<file path="src/rtl/bio_pkg.sv">
package bio_pkg;

   typedef enum logic {
      BIO_MAP_MEMORY   = 1'b0,
      BIO_MAP_SEPARATE = 1'b1
   } bio_map_e;

endpackage

</file>
<file path="src/rtl/bio_region_decode.sv">
module bio_region_decode
   import bio_pkg::*;
#(
   parameter int                ADDR_W    = 16,
   parameter int                SEL_W     = 2,
   parameter int                RED_W     = 8,
   parameter bio_map_e          MAP_MODE  = BIO_MAP_MEMORY,
   parameter logic [ADDR_W-1:0] IO_BASE   = 16'hFC00,
   parameter logic [ADDR_W-1:0] PORT_MM   = 16'hFC00,
   parameter logic [ADDR_W-1:0] PORT_SIO  = 16'h0000
) (
   input  logic [ADDR_W-1:0] addr,
   input  logic              io_m,
   output logic              io_cycle,
   output logic              port_hit,
   output logic [SEL_W-1:0]  port_idx
);

   assign port_idx = addr[SEL_W-1:0];

   generate
      if (MAP_MODE == BIO_MAP_MEMORY) begin : g_full
         logic unused_iom;
         assign unused_iom = io_m;
         assign io_cycle   = (addr >= IO_BASE);
         assign port_hit   = (addr[ADDR_W-1:SEL_W] == PORT_MM[ADDR_W-1:SEL_W]);
      end else begin : g_reduced
         logic unused_hi;
         if (RED_W < ADDR_W) begin : g_hi
            assign unused_hi = ^addr[ADDR_W-1:RED_W];
         end else begin : g_nohi
            assign unused_hi = 1'b0;
         end
         assign io_cycle = io_m;
         assign port_hit = io_m &&
                           (addr[RED_W-1:SEL_W] == PORT_SIO[RED_W-1:SEL_W]);
      end
   endgenerate

endmodule

</file>
<file path="src/rtl/bio_strobe_decode.sv">
module bio_strobe_decode #(
   parameter int NUM_PORTS = 4,
   parameter int SEL_W     = 2
) (
   input  logic                 hit,
   input  logic                 strobe,
   input  logic [SEL_W-1:0]     idx,
   output logic [NUM_PORTS-1:0] en
);

   generate
      for (genvar p = 0; p < NUM_PORTS; p++) begin : g_port
         assign en[p] = hit && strobe && (idx == SEL_W'(p));
      end
   endgenerate

   always_comb begin
      assert_strobe_onehot_R5: assert ($onehot0(en));
   end

endmodule

</file>
<file path="src/rtl/bio_read_path.sv">
module bio_read_path #(
   parameter int NUM_PORTS = 4,
   parameter int DATA_W    = 8
) (
   input  logic [NUM_PORTS*DATA_W-1:0] src_data,
   input  logic [NUM_PORTS-1:0]        en,
   output logic [DATA_W-1:0]           rdata,
   output logic                        oe
);

   always_comb begin
      rdata = '0;
      for (int p = 0; p < NUM_PORTS; p++) begin
         rdata = rdata | (src_data[p*DATA_W +: DATA_W] & {DATA_W{en[p]}});
      end
   end

   assign oe = |en;

endmodule

</file>
<file path="src/rtl/bio_out_bank.sv">
module bio_out_bank #(
   parameter int NUM_PORTS = 4,
   parameter int DATA_W    = 8
) (
   input  logic                        clk,
   input  logic                        rst,
   input  logic [NUM_PORTS-1:0]        en,
   input  logic [DATA_W-1:0]           wdata,
   output logic [NUM_PORTS*DATA_W-1:0] q
);

   generate
      for (genvar p = 0; p < NUM_PORTS; p++) begin : g_reg
         logic [DATA_W-1:0] r;
         always_ff @(posedge clk) begin
            if (rst)        r <= '0;
            else if (en[p]) r <= wdata;
         end
         assign q[p*DATA_W +: DATA_W] = r;

         assert_capture_R8: assert property (@(posedge clk) disable iff (rst)
            (en[p] && !rst) |=> (q[p*DATA_W +: DATA_W] == $past(wdata)));
      end
   endgenerate

   assert_hold_R8: assert property (@(posedge clk) disable iff (rst)
      (!rst && (en == '0)) |=> $stable(q));

   assert_reset_clear_R9: assert property (@(posedge clk)
      rst |=> (q == '0));

endmodule

</file>
<file path="src/rtl/bus_io_port.sv">
module bus_io_port
   import bio_pkg::*;
#(
   parameter int                ADDR_W    = 16,
   parameter int                DATA_W    = 8,
   parameter int                NUM_PORTS = 4,
   parameter int                RED_W     = 8,
   parameter bio_map_e          MAP_MODE  = BIO_MAP_MEMORY,
   parameter logic [ADDR_W-1:0] IO_BASE   = 16'hFC00,
   parameter logic [ADDR_W-1:0] PORT_MM   = 16'hFC00,
   parameter logic [ADDR_W-1:0] PORT_SIO  = 16'h0000
) (
   input  logic                        clk,
   input  logic                        rst,
   input  logic [ADDR_W-1:0]           addr,
   input  logic [DATA_W-1:0]           wdata,
   input  logic                        rd,
   input  logic                        wr,
   input  logic                        io_m,
   input  logic [NUM_PORTS*DATA_W-1:0] src_data,
   output logic [DATA_W-1:0]           rdata,
   output logic                        rdata_oe,
   output logic [NUM_PORTS-1:0]        src_rd_en,
   output logic [NUM_PORTS-1:0]        dst_wr_en,
   output logic [NUM_PORTS*DATA_W-1:0] dst_q,
   output logic                        mem_rd,
   output logic                        mem_wr
);

   localparam int SEL_W = (NUM_PORTS > 1) ? $clog2(NUM_PORTS) : 1;

   initial begin
      assert_param_ports: assert (NUM_PORTS == (1 << SEL_W))
         else $error("NUM_PORTS must be a power of two");
      assert_param_reduced: assert (RED_W > SEL_W && RED_W <= ADDR_W)
         else $error("RED_W out of range");
      assert_param_data: assert (DATA_W > 0)
         else $error("DATA_W must be positive");
   end

   logic             io_cycle;
   logic             port_hit;
   logic [SEL_W-1:0] port_idx;

   bio_region_decode #(
      .ADDR_W   (ADDR_W),
      .SEL_W    (SEL_W),
      .RED_W    (RED_W),
      .MAP_MODE (MAP_MODE),
      .IO_BASE  (IO_BASE),
      .PORT_MM  (PORT_MM),
      .PORT_SIO (PORT_SIO)
   ) i_region (
      .addr     (addr),
      .io_m     (io_m),
      .io_cycle (io_cycle),
      .port_hit (port_hit),
      .port_idx (port_idx)
   );

   bio_strobe_decode #(.NUM_PORTS(NUM_PORTS), .SEL_W(SEL_W)) i_src_dec (
      .hit    (port_hit),
      .strobe (rd),
      .idx    (port_idx),
      .en     (src_rd_en)
   );

   bio_strobe_decode #(.NUM_PORTS(NUM_PORTS), .SEL_W(SEL_W)) i_dst_dec (
      .hit    (port_hit),
      .strobe (wr),
      .idx    (port_idx),
      .en     (dst_wr_en)
   );

   bio_read_path #(.NUM_PORTS(NUM_PORTS), .DATA_W(DATA_W)) i_rpath (
      .src_data (src_data),
      .en       (src_rd_en),
      .rdata    (rdata),
      .oe       (rdata_oe)
   );

   bio_out_bank #(.NUM_PORTS(NUM_PORTS), .DATA_W(DATA_W)) i_bank (
      .clk   (clk),
      .rst   (rst),
      .en    (dst_wr_en),
      .wdata (wdata),
      .q     (dst_q)
   );

   assign mem_rd = rd && !io_cycle;
   assign mem_wr = wr && !io_cycle;

   assert_src_needs_rd_R6: assert property (@(posedge clk) disable iff (rst)
      (src_rd_en != '0) |-> rd);

   assert_dst_needs_wr_R8: assert property (@(posedge clk) disable iff (rst)
      (dst_wr_en != '0) |-> wr);

   assert_single_driver_R7: assert property (@(posedge clk) disable iff (rst)
      mem_rd |-> !rdata_oe);

   assert_idle_bus_zero_R7: assert property (@(posedge clk) disable iff (rst)
      (src_rd_en == '0) |-> (rdata == '0 && !rdata_oe));

   assert_no_io_in_memory_R1: assert property (@(posedge clk) disable iff (rst)
      (mem_rd || mem_wr) |-> (src_rd_en == '0 && dst_wr_en == '0));

   generate
      if (MAP_MODE == BIO_MAP_SEPARATE) begin : g_sio_chk
         assert_no_select_mem_R3: assert property (@(posedge clk) disable iff (rst)
            !io_m |-> (src_rd_en == '0 && dst_wr_en == '0));
      end
   endgenerate

endmodule

</file>
<file path="config.mk">
export PLATFORM = sky130hd
export DESIGN_NAME = bus_io_port
export DESIGN_NICKNAME = d
export VERILOG_FILES = /design/src/rtl/bio_pkg.sv /design/src/rtl/bio_region_decode.sv /design/src/rtl/bio_strobe_decode.sv /design/src/rtl/bio_read_path.sv /design/src/rtl/bio_out_bank.sv /design/src/rtl/bus_io_port.sv
export SDC_FILE = /design/constraint.sdc
export NUM_CORES = 1
export LEC_CHECK = 0
export BUFFER_PORTS_ARGS = -buffer_cell sky130_fd_sc_hd__buf_2
export CAP_MARGIN = 5
export CELL_PAD_IN_SITES_DETAIL_PLACEMENT = 1
export CELL_PAD_IN_SITES_GLOBAL_PLACEMENT = 2
export CORE_ASPECT_RATIO = 1.1
export CORE_MARGIN = 8
export CORE_UTILIZATION = 22
export CTS_CLUSTER_SIZE = 20
export DETAILED_ROUTE_END_ITERATION = 16
export GPL_ROUTABILITY_DRIVEN = 0
export GPL_TIMING_DRIVEN = 0
export PLACE_DENSITY_LB_ADDON = 0.05
export RECOVER_POWER = 100
export SLEW_MARGIN = 20
export SYNTH_ARGS = -nofsm -noshare
export SYNTH_HDL_FRONTEND = slang
export SYNTH_HIERARCHICAL = 1
export SYNTH_SLANG_ARGS = --single-unit
</file>
<file path="constraint.sdc">
create_clock -name clk -period 4.4 [get_ports clk]
set_clock_uncertainty 0.1 [all_clocks]
set_input_delay 0.88 -clock clk [delete_from_list [all_inputs] [get_ports clk]]
set_output_delay 0.88 -clock clk [all_outputs]
set_load 0.01 [all_outputs]
</file>
After elaboration in Yosys (flattened, before gate mapping)
Index checks and enable logic that the tools add are counted.
- word-level logic and storage cells: 31
- input port bits: 61
- output and inout port bits: 51
- register bits after elaboration: 32
- bitwise gates (word level): 7
- reductions and logical operators: 15
- magnitude comparators: 1
- equal/unequal tests: 4
- operators with widths (kind ; count):
    8-bit bitwise AND ; 4
    8-bit OR ; 3
    16-bit >= comparator, second input constant ; 1
    14-bit equality test, second input constant ; 1
    1-bit logical AND ; 12
    2-bit equality test, second input constant ; 2
    4-bit OR reduction ; 1
    2-bit by 1-bit equality test with 1-bit output, second input constant ; 1
    2-bit zero test ; 1
    1-bit zero test ; 1

Logic depth before layout (Yosys ltp)
Gate-level depths: netlist (run 1).
- depth in word-level cells: 7
- gate-level depth with buffers: 6
- mapped depth without buffers: 5

Modules after synthesis
Netlist (run 1), hierarchy kept.
- modules (own cells, without submodules) (module ; area an instance (um^2) ; sequential area each (um^2) ; cells an instance ; instances):
    bio_out_bank ; 1141.1 ; 640.6 ; 103 ; 1
    bio_read_path ; 186.4 ; 0.0 ; 29 ; 1
    bio_strobe_decode ; 45.0 ; 0.0 ; 4 ; 2
    bio_region_decode ; 56.3 ; 0.0 ; 8 ; 1
    bus_io_port ; 12.5 ; 0.0 ; 2 ; 1

Worst setup path before layout (run 1)
Ideal clock, no wire load.
- path type: input -> output
- from: input port addr[3]
- to: output port rdata[6]
- stages on the path: 6
- path buffers: 1
- required time: 3.420 ns
- path slack: 0.851 ns
- arrival time: 2.569 ns
- cell sequence: or4_1 nor4_2 and4b_2 clkbuf_1 a22oi_1 nand2_1
- longest elaborated chain between the ends: 7
- elaborated cells between the ends (all ways): 13
- classes of those cells: 1 x eq/ne; 7 x bitwise; 5 x reduce/logical
- ends and longest elaborated chain (element ; line ; RTL):
    start: declaration ; bus_io_port.sv:15 ; input logic [ADDR_W-1:0] addr,
    14-bit equality test ; bio_region_decode.sv:26 ; assign port_hit = (addr[ADDR_W-1:SEL_W] == PORT_MM[ADDR_W-1:SEL_W]);
    named net port_hit ; bus_io_port.sv:42 ; logic port_hit;
    1-bit logical AND (2 in a row) ; bio_strobe_decode.sv:13 ; assign en[p] = hit && strobe && (idx == SEL_W'(p));
    named net src_rd_en[1] ; bus_io_port.sv:23 ; output logic [NUM_PORTS-1:0] src_rd_en,
    8-bit bitwise AND ; bio_read_path.sv:14 ; rdata = rdata | (src_data[p*DATA_W +: DATA_W] & {DATA_W{en[p]}});
    8-bit OR (3 in a row) ; bio_read_path.sv:14 ;
    end: declaration ; bus_io_port.sv:21 ; output logic [DATA_W-1:0] rdata,
The timed path passes the listed nets, and every way through them passes these cells.

Worst setup path after layout (run 1)
- from: input port addr[3]
- to: output port rdata[4]
- longest elaborated chain between the ends: 7
- elaborated cells between the ends (all ways): 13
- classes of those cells: 1 x eq/ne; 7 x bitwise; 5 x reduce/logical
- ends and longest elaborated chain (element ; line):
    14-bit equality test (*) ; bio_region_decode.sv:26
    named net port_hit ; bus_io_port.sv:42
    1-bit logical AND (*) ; bio_strobe_decode.sv:13
    1-bit logical AND ; bio_strobe_decode.sv:13
    8-bit bitwise AND ; bio_read_path.sv:14
    8-bit OR (2 in a row) ; bio_read_path.sv:14
    8-bit OR (*) ; bio_read_path.sv:14
Mark *: on every way through the listed nets, which the timed path passes. The rest lies on a longest branch.

==> flow_metrics.tcl, run 1 <==
set metrics [dict create \
    status "completed" \
    drt_iter0_drc 29 \
    p_int_w 0.000414 \
    p_seq_share_pct 54.8 \
    antenna_found_initial 0 \
    critPathLaunchType "primary input" \
    yosys.area.top_type "dfxtp_1" \
    syn-cell-area_mm2 0.00149 \
    wl_per_cell_um 16.4 \
    rows 31 \
    worst_slew_pin_slew_ps 725 \
    clockRootBuffer "clkbuf_8" \
    ant_nets 0 \
    hold_class "register to register" \
    setup_ws_ps 397 \
    diodes 0 \
    core-area_mm2 0.00656 \
    area_growth_pct 41.5 \
    grt_pass1_wl_mm 8.33 \
    drv_slew 0 \
    cts_buffers 5 \
    avgSynthCellArea_um2 9.91 \
    maxSlewHeadroom_pct 51.7 \
    first_pass_iters 4 \
    max_freq_ghz 0.250 \
    cpMostUsedCell "clkbuf_1" \
    p_per_area_mw_per_mm2 251 \
    synth_async_sr_flop_share_pct 0 \
    ys_warn_count 6 \
    seqCellArea_um2 641 \
    synth_most_common_cell "nor2_1" \
    clk_path_buf_depth 2 \
    syn_inst 150 \
    arrival_ps 3020 \
    die_area_mm2 0.00965 \
    critPathCaptureType "output pin" \
    vias_per_cell 4.43 \
    cp_num_buf_inv 3 \
    synth_seq_cells 32 \
    grt_usage_pct 11.2 \
    synth_top_area_share_pct 43.1 \
    clock_latency_ps 270 \
    postCtsResizedCells 0 \
    h-tree-depth 2 \
    grt_overflow 0 \
    switchingPower_w 0.000114 \
    syn_nets 211 \
    p_comb_share_pct 8.0 \
    setup_viol 0 \
    yosys-top-cells-count "nor2_1, dfxtp_1, mux2i_1" \
    drv_cap 0 \
    crit_chain "buf_2 -> or4_1 -> nor4_2 -> and4b_2 -> clkbuf_1 -> a22oi_1 -> nand2_1 -> clkbuf_1" \
    largest_reg_flops 32 \
    hold_viol 0 \
    p_clk_share_pct 37.2 \
    finalCriticalPeriod_ps 4000 \
    crit_type "primary input to output pin" \
    pin_count 112 \
    synthTopCellsByArea "dfxtp_1, mux2i_1, nor2_1" \
    cts_hold_buffers 0 \
    regMostFlops "i_bank/g.r" \
    path_clk_slew_ps 60 \
    dp_hpwl_mm 4.56 \
    start_util_pct 22.7 \
    multi_input_area_um2 743 \
    vias 1530 \
    leakagePower_nw 0.842 \
    nNetsFinal 326 \
    fin_crit_sh_pct 91.0 \
    top_regs "i_bank/g.r x32" \
    drive_gt1_share_pct 30.8 \
    grt_max_degree 11 \
    final.setup.tns_ps 0 \
    place_ws_ps 374 \
    ys.flop_type "dfxtp_1" \
    io_buffers 108 \
    chipWidth_um 94.4 \
    drc_errors 0 \
    synth.distinct_cells 17 \
    worstPathMaxFanout 9 \
    routed_wl_mm 5.65 \
    crit_path_top_delay_cell "or4_1" \
    cts_post_setup_buffers_inserted 0 \
    ys_seq_area_share_pct 43.1 \
    ir_drop_v 0.000198 \
    die_h_um 102 \
    netSwitchingFraction_pct 21.6 \
    crit_path_max_incr_delay_ps 530 \
    cts_tree "yes" \
    rsz0062_at_grt "no" \
    synth_edf_count 0 \
    fill_cells 831 \
    crit_required_ps 3420 \
    critPathTopFamily "simple AND/OR/NAND/NOR gates" \
    first_global_vias 1556 \
    cts.sinks 32 \
]
## worst reg2reg max path: cells and delay by family (launching register included)
| kind | cells | cell delay, ps |
|---|---|---|
| flip-flops | 1 | 310 |
| multiplexers | 1 | 130 |
| AND/OR/NAND/NOR | 1 | 60 |
## per-layer routing
metal  track usage (%)  share of wire (%)  wire (um)  vias to the layer above
met5                 0                  0          0                        -
li1                  -                  -          -                      757
met2              17.4                 46       2590                       68
met4              3.30                1.1         60                        0
met1              14.2                 44       2500                      700
met3              3.67                8.8        498                        5
## cell families after synthesis
| family | synth area share (%) |
|---|---|
| muxes | 21.5 |
| AOI/OAI and AO/OA | 8.08 |
| DFF | 43.1 |
| and+or+nand+nor | 20.5 |
| buffers and inverters | 6.73 |
## cell usage in the layout (no fill, tap or decap), drive strengths merged
cell and n:
a22oi 16, and4 2, and4b 4, and4bb 2
buf 66, clkbuf 60, dfxtp 32, mux2i 32
nand2 9, nand4 1, nor2 33, nor2b 2
nor4 1, or4 3
## power groups by stage
stage / clock network (W) / logic (W) / registers, W
final: 0.000197 / 0.0000421 / 0.000290
after global routing: 0.000221 / 0.0000470 / 0.000289
after CTS: 0.000209 / 0.0000432 / 0.000290
after detailed placement: 0 / 0.0000430 / 0.000296
after global placement: 0 / 0.0000425 / 0.000296
after floorplan: 0 / 0.00000992 / 0.000296
## per-stage QoR
step / power (W) / hold WS [ps] / area, um^2 / std cells / util [%]
floorplan: 0.000306 / 428 / 1490 / 150 / -
global placement: 0.000339 / 371 / 2130 / 340 / 32.5
detailed placement: 0.000339 / 380 / 2130 / 340 / 32.5
CTS: 0.000542 / 397 / 2200 / 345 / 33.5
global route: 0.000558 / 422 / 2100 / 345 / 32.1
finish: 0.000528 / 388 / 2100 / 345 / 32.1
## final timing paths
kind / from / endpoint / slack (ps) / cells after the start
worst max-delay path: addr[3] / rdata[4] / 400 / 8
worst min-delay path: i_bank/g_reg[2].r[4] / i_bank/g_reg[2].r[4] / 390 / 2
worst max register to register: i_bank/g_reg[3].r[3] / i_bank/g_reg[3].r[3] / 3690 / 2
worst min register to register: i_bank/g_reg[2].r[4] / i_bank/g_reg[2].r[4] / 390 / 2
## cell type report
| class | instances | share of cell area [%] |
|---|---|---|
| repair buffers | 108 | 22.7 |
| flip-flops and latches | 32 | 30.5 |
| well taps | 82 | 4.88 |
| clock buffers | 5 | 3.27 |
| plain buffers | 13 | 3.33 |
| multi-input cells | 105 | 35.3 |
(Power assumes the default switching activity.)
==> run 2: changes to the inputs <==
Settings changed: CORE_MARGIN 8 to 10, PLACE_DENSITY set to 0.84, PLACE_DENSITY_LB_ADDON 0.05 to unset.
==> flow_metrics.tcl, run 2 (synthesis gave the netlist of run 1 again) <==
set metrics [dict create \
    first_pass_iters 7 \
    maxSlewHeadroom_pct 51.1 \
    worst_slew_pin_slew_ps 734 \
    cts_buffers 5 \
    holdCritStartpoint "i_bank/g_reg[0].r[3]" \
    drv_slew 0 \
    drive_gt1_share_pct 31.6 \
    dp_hpwl_mm 4.82 \
    worst-r2r-setup-slack_ps 3660 \
    hold_slack_ps 395 \
    setup_viol 0 \
    cts_tree "yes" \
    area_growth_pct 45.4 \
    ant_nets 0 \
    grt_max_degree 11 \
    clockRootBuffer "clkbuf_8" \
    whs_path_depth 2 \
    max_freq_ghz 0.247 \
    pin_count 112 \
    cts_post_setup_buffers_inserted 0 \
    cpMostUsedCell "clkbuf_1" \
    first_global_vias 1733 \
    top_regs "i_bank/g.r x32" \
    diodes 0 \
    critPathCaptureType "output pin" \
    crit_type "primary input to output pin" \
    post-route-util_pct 32.8 \
    rows 31 \
    grt_usage_pct 10.8 \
    hold_viol 0 \
    crit_path_max_incr_delay_ps 530 \
    drc_errors 0 \
    drt_iter0_drc 19 \
    reg2reg_depth 2 \
    r2r-end "i_bank/g_reg[3].r[4]" \
    nNetsFinal 326 \
    vias 1564 \
    r2r_start "i_bank/g_reg[3].r[4]" \
    routed_wl_mm 5.86 \
    regMostFlops "i_bank/g.r" \
    leakagePower_nw 0.870 \
    chipWidth_um 98.4 \
    cts_hold_buffers 0 \
    critPathTopFamily "simple AND/OR/NAND/NOR gates" \
    arrival_ps 3070 \
    antenna_found_initial 0 \
    grt_pass1_wl_mm 9.20 \
    setup_ws_ps 346 \
    status "completed" \
    cts.sinks 32 \
    hold_class "register to register" \
    path_clk_slew_ps 70 \
    grt_overflow 0 \
    cp_num_buf_inv 3 \
    drv_cap 0 \
    crit_required_ps 3420 \
    critPathLaunchType "primary input" \
    finalCriticalPeriod_ps 4050 \
    startpoint "addr[3]" \
    min_to "i_bank/g_reg[0].r[3]" \
    postCtsResizedCells 0 \
    worstPathMaxFanout 9 \
    ir_drop_v 0.000158 \
    die_h_um 106 \
    crit_path_top_delay_cell "or4_1" \
    fin_crit_sh_pct 92.1 \
    p_per_area_mw_per_mm2 295 \
    clk_path_buf_depth 2 \
    vias_per_cell 4.49 \
    final_common_cell "buf_2" \
    clock_latency_ps 280 \
    final.setup.tns_ps 0 \
    place_ws_ps 360 \
    h-tree-depth 2 \
    fill_cells 822 \
    start_util_pct 22.5 \
    cp.depth 8 \
    io_buffers 108 \
    wl_per_cell_um 16.8 \
    largest_reg_flops 32 \
    rsz0062_at_grt "no" \
    die_area_mm2 0.0104 \
    crit_chain "buf_2 -> or4_1 -> nor4_2 -> and4b_2 -> clkbuf_1 -> a22oi_1 -> nand2_1 -> clkbuf_1" \
    final_cell_mix "buf_2, clkbuf_1, nor2_1, mux2i_1, dfxtp_1" \
    core-area_mm2 0.00659 \
]
==> run 2: cell count changes in the layout (fill, tap and decap cells not counted) <==
cell	previous run	this run
clkbuf_8	5	7
bufinv_16	0	1
==> run 2: area by class of cell <==
| type | count | area (um^2) | share of cell area, % |
|---|---|---|---|
| timing repair buffer | 108 | 478 | 22.1 |
| clock inverter | 1 | 30.0 | 1.39 |
| clock buffer | 7 | 96.3 | 4.46 |
| tap | 82 | 103 | 4.75 |
| multi-input combinational | 105 | 743 | 34.4 |
| sequential | 32 | 641 | 29.6 |
| buffer | 13 | 70.1 | 3.24 |
==> run 2: worst max-delay path by stage <==
stage | slack, ps | to
final | 350 | rdata[3]
after global routing | 100 | rdata[3]
after floorplan | 850 | rdata[6]
after global placement | 410 | rdata[2]
after CTS | 360 | rdata[5]
after detailed placement | 360 | rdata[5]
==> run 2: power breakdown <==
group | total, W | internal [W] | switching, W
clock | 0.000306 | 0.000200 | 0.000106
sequential | 0.000290 | 0.000290 | 0.00000000114
combinational | 0.0000424 | 0.0000227 | 0.0000196
total | 0.000638 | 0.000512 | 0.000126
==> run 2: routing by layer <==
metal	track usage, %	wire (um)
met1	12.1	2460
met2	17.9	2670
met3	5.38	679
met4	2.77	50
met5	0	0
==> run 2: worst reg2reg max path, stage by stage (launching register included) <==
cell and delay, ps:
dfxtp_1 320, mux2i_1 160, nor2_1 60
==> run 2: metrics by stage <==
step	area, um^2	cells	total power (W)
after floorplan	1490	150	0.000306
after global placement	2130	340	0.000339
after detailed placement	2130	340	0.000340
after CTS	2260	348	0.000652
after global routing	2160	348	0.000666
final	2160	348	0.000638
==> run 3: changes to the inputs <==
Settings changed: CORE_UTILIZATION 22 to 23, CTS_BUF_LIST set to sky130_fd_sc_hd__clkbuf_8, PLACE_DENSITY 0.84 to 0.88.
==> flow_metrics.tcl, run 3 (synthesis gave the netlist of run 1 again) <==
set metrics [dict create \
    setup_ws_ps 409 \
    drt_iter0_drc 44 \
    critPathLaunchType "primary input" \
    status "completed" \
    chipWidth_um 96.7 \
    clock_latency_ps 280 \
    vias_per_cell 4.66 \
    rsz0062_at_grt "no" \
    cts.sinks 32 \
    cts_hold_buffers 0 \
    maxSlewHeadroom_pct 50.9 \
    top_regs "i_bank/g.r x32" \
    startpoint "addr[3]" \
    use_met1_pct 14.3 \
    wl_per_cell_um 17.6 \
    cts_post_setup_buffers_inserted 0 \
    arrival_ps 3010 \
    p_per_area_mw_per_mm2 270 \
    post-route-util_pct 34.2 \
    cp_num_buf_inv 3 \
    fin_crit_sh_pct 90.7 \
    ir_drop_v 0.000182 \
    met3_usage_pct 6.58 \
    diodes 0 \
    routed_wl_mm 6.06 \
    finalCriticalPeriod_ps 3990 \
    final_cell_mix "buf_2, clkbuf_1, nor2_1, mux2i_1, dfxtp_1" \
    hold_class "register to register" \
    crit_required_ps 3420 \
    clk_path_buf_depth 2 \
    path_clk_slew_ps 60 \
    postCtsResizedCells 0 \
    holdCritStartpoint "i_bank/g_reg[2].r[1]" \
    largest_reg_flops 32 \
    worstPathMaxFanout 9 \
    max_freq_ghz 0.251 \
    nNetsFinal 326 \
    cts_buffers 5 \
    area_growth_pct 43.2 \
    grt_overflow 0 \
    leakagePower_nw 0.859 \
    first_global_vias 1721 \
    rows 30 \
    die_h_um 104 \
    final_common_cell "buf_2" \
    grt_max_degree 11 \
    critPathCaptureType "output pin" \
    gr-usage-met2_pct 17.2 \
    crit_type "primary input to output pin" \
    cts_tree "yes" \
    die_area_mm2 0.0101 \
    grt_pass1_wl_mm 9.73 \
    vias 1607 \
    first_pass_iters 4 \
    ant_nets 0 \
    grt-busiest-layer "met2" \
    worst_slew_pin_slew_ps 737 \
    clockRootBuffer "clkbuf_8" \
    r2r_start "i_bank/g_reg[1].r[7]" \
    critPathTopFamily "simple AND/OR/NAND/NOR gates" \
    setup_viol 0 \
    drv_cap 0 \
    antenna_found_initial 0 \
    io_buffers 108 \
    core-area_mm2 0.00623 \
    drive_gt1_share_pct 30.9 \
    drv_slew 0 \
    final.setup.tns_ps 0 \
    start_util_pct 23.9 \
    pin_count 112 \
    hold_viol 0 \
    crit_path_max_incr_delay_ps 540 \
    dp_hpwl_mm 4.96 \
    cpMostUsedCell "clkbuf_1" \
    crit_path_top_delay_cell "or4_1" \
    worst-r2r-setup-slack_ps 3690 \
    place_ws_ps 438 \
    crit_chain "buf_2 -> or4_1 -> nor4_2 -> and4b_2 -> clkbuf_1 -> a22oi_1 -> nand2_1 -> clkbuf_1" \
    drc_errors 0 \
    regMostFlops "i_bank/g.r" \
    grt_usage_pct 11.7 \
    h-tree-depth 2 \
]
==> run 3: cell types whose count changed in the layout (fill, tap and decap cells not counted), sizes merged <==
cell | previous run | this run
bufinv | 1 | 0
==> run 3: tightest hold or removal path: stages (launching register included) <==
cell	delay, ps
dfxtp_1	330
mux2i_1	60
nor2_1	70
==> run 3: path summary, 6_finish.rpt <==
| path | endpoint | depth (start not counted) |
|---|---|---|
| worst max-delay path | rdata[1] | 8 |
| worst min-delay path | i_bank/g_reg[2].r[1] | 2 |
| worst max register to register | i_bank/g_reg[1].r[7] | 2 |
| worst min register to register | i_bank/g_reg[2].r[1] | 2 |
==> run 3: routing by layer <==
layer / routed length [um] / share of wire, %
met3: 689 / 11
met5: 0 / 0
met4: 65 / 1.1
met1: 2850 / 47
met2: 2460 / 41
==> run 3: per-stage QoR <==
step                      hold slack, ps  total power, W  instances  area, um^2
after global routing                 423        0.000601        345        2130
after floorplan                      428        0.000306        150        1490
after detailed placement             380        0.000340        338        2130
final                                392        0.000574        345        2130
after CTS                            397        0.000587        345        2220
after global placement               367        0.000339        338        2130
==> run 3: layout make-up <==
cell class	count	area (um^2)
tap	80	100
fill	798	4100
buffer	13	70.1
multi-input combinational	105	743
timing repair buffer	108	478
sequential	32	641
clock buffer	7	96.3
==> run 3: where the power goes <==
part | switching, W | total [W] | leakage, nW | internal, W
clock network | 0.000102 | 0.000241 | 0.0503 | 0.000139
registers | 0.00000000121 | 0.000290 | 0.258 | 0.000290
logic | 0.0000202 | 0.0000429 | 0.551 | 0.0000228
total | 0.000122 | 0.000574 | 0.859 | 0.000452
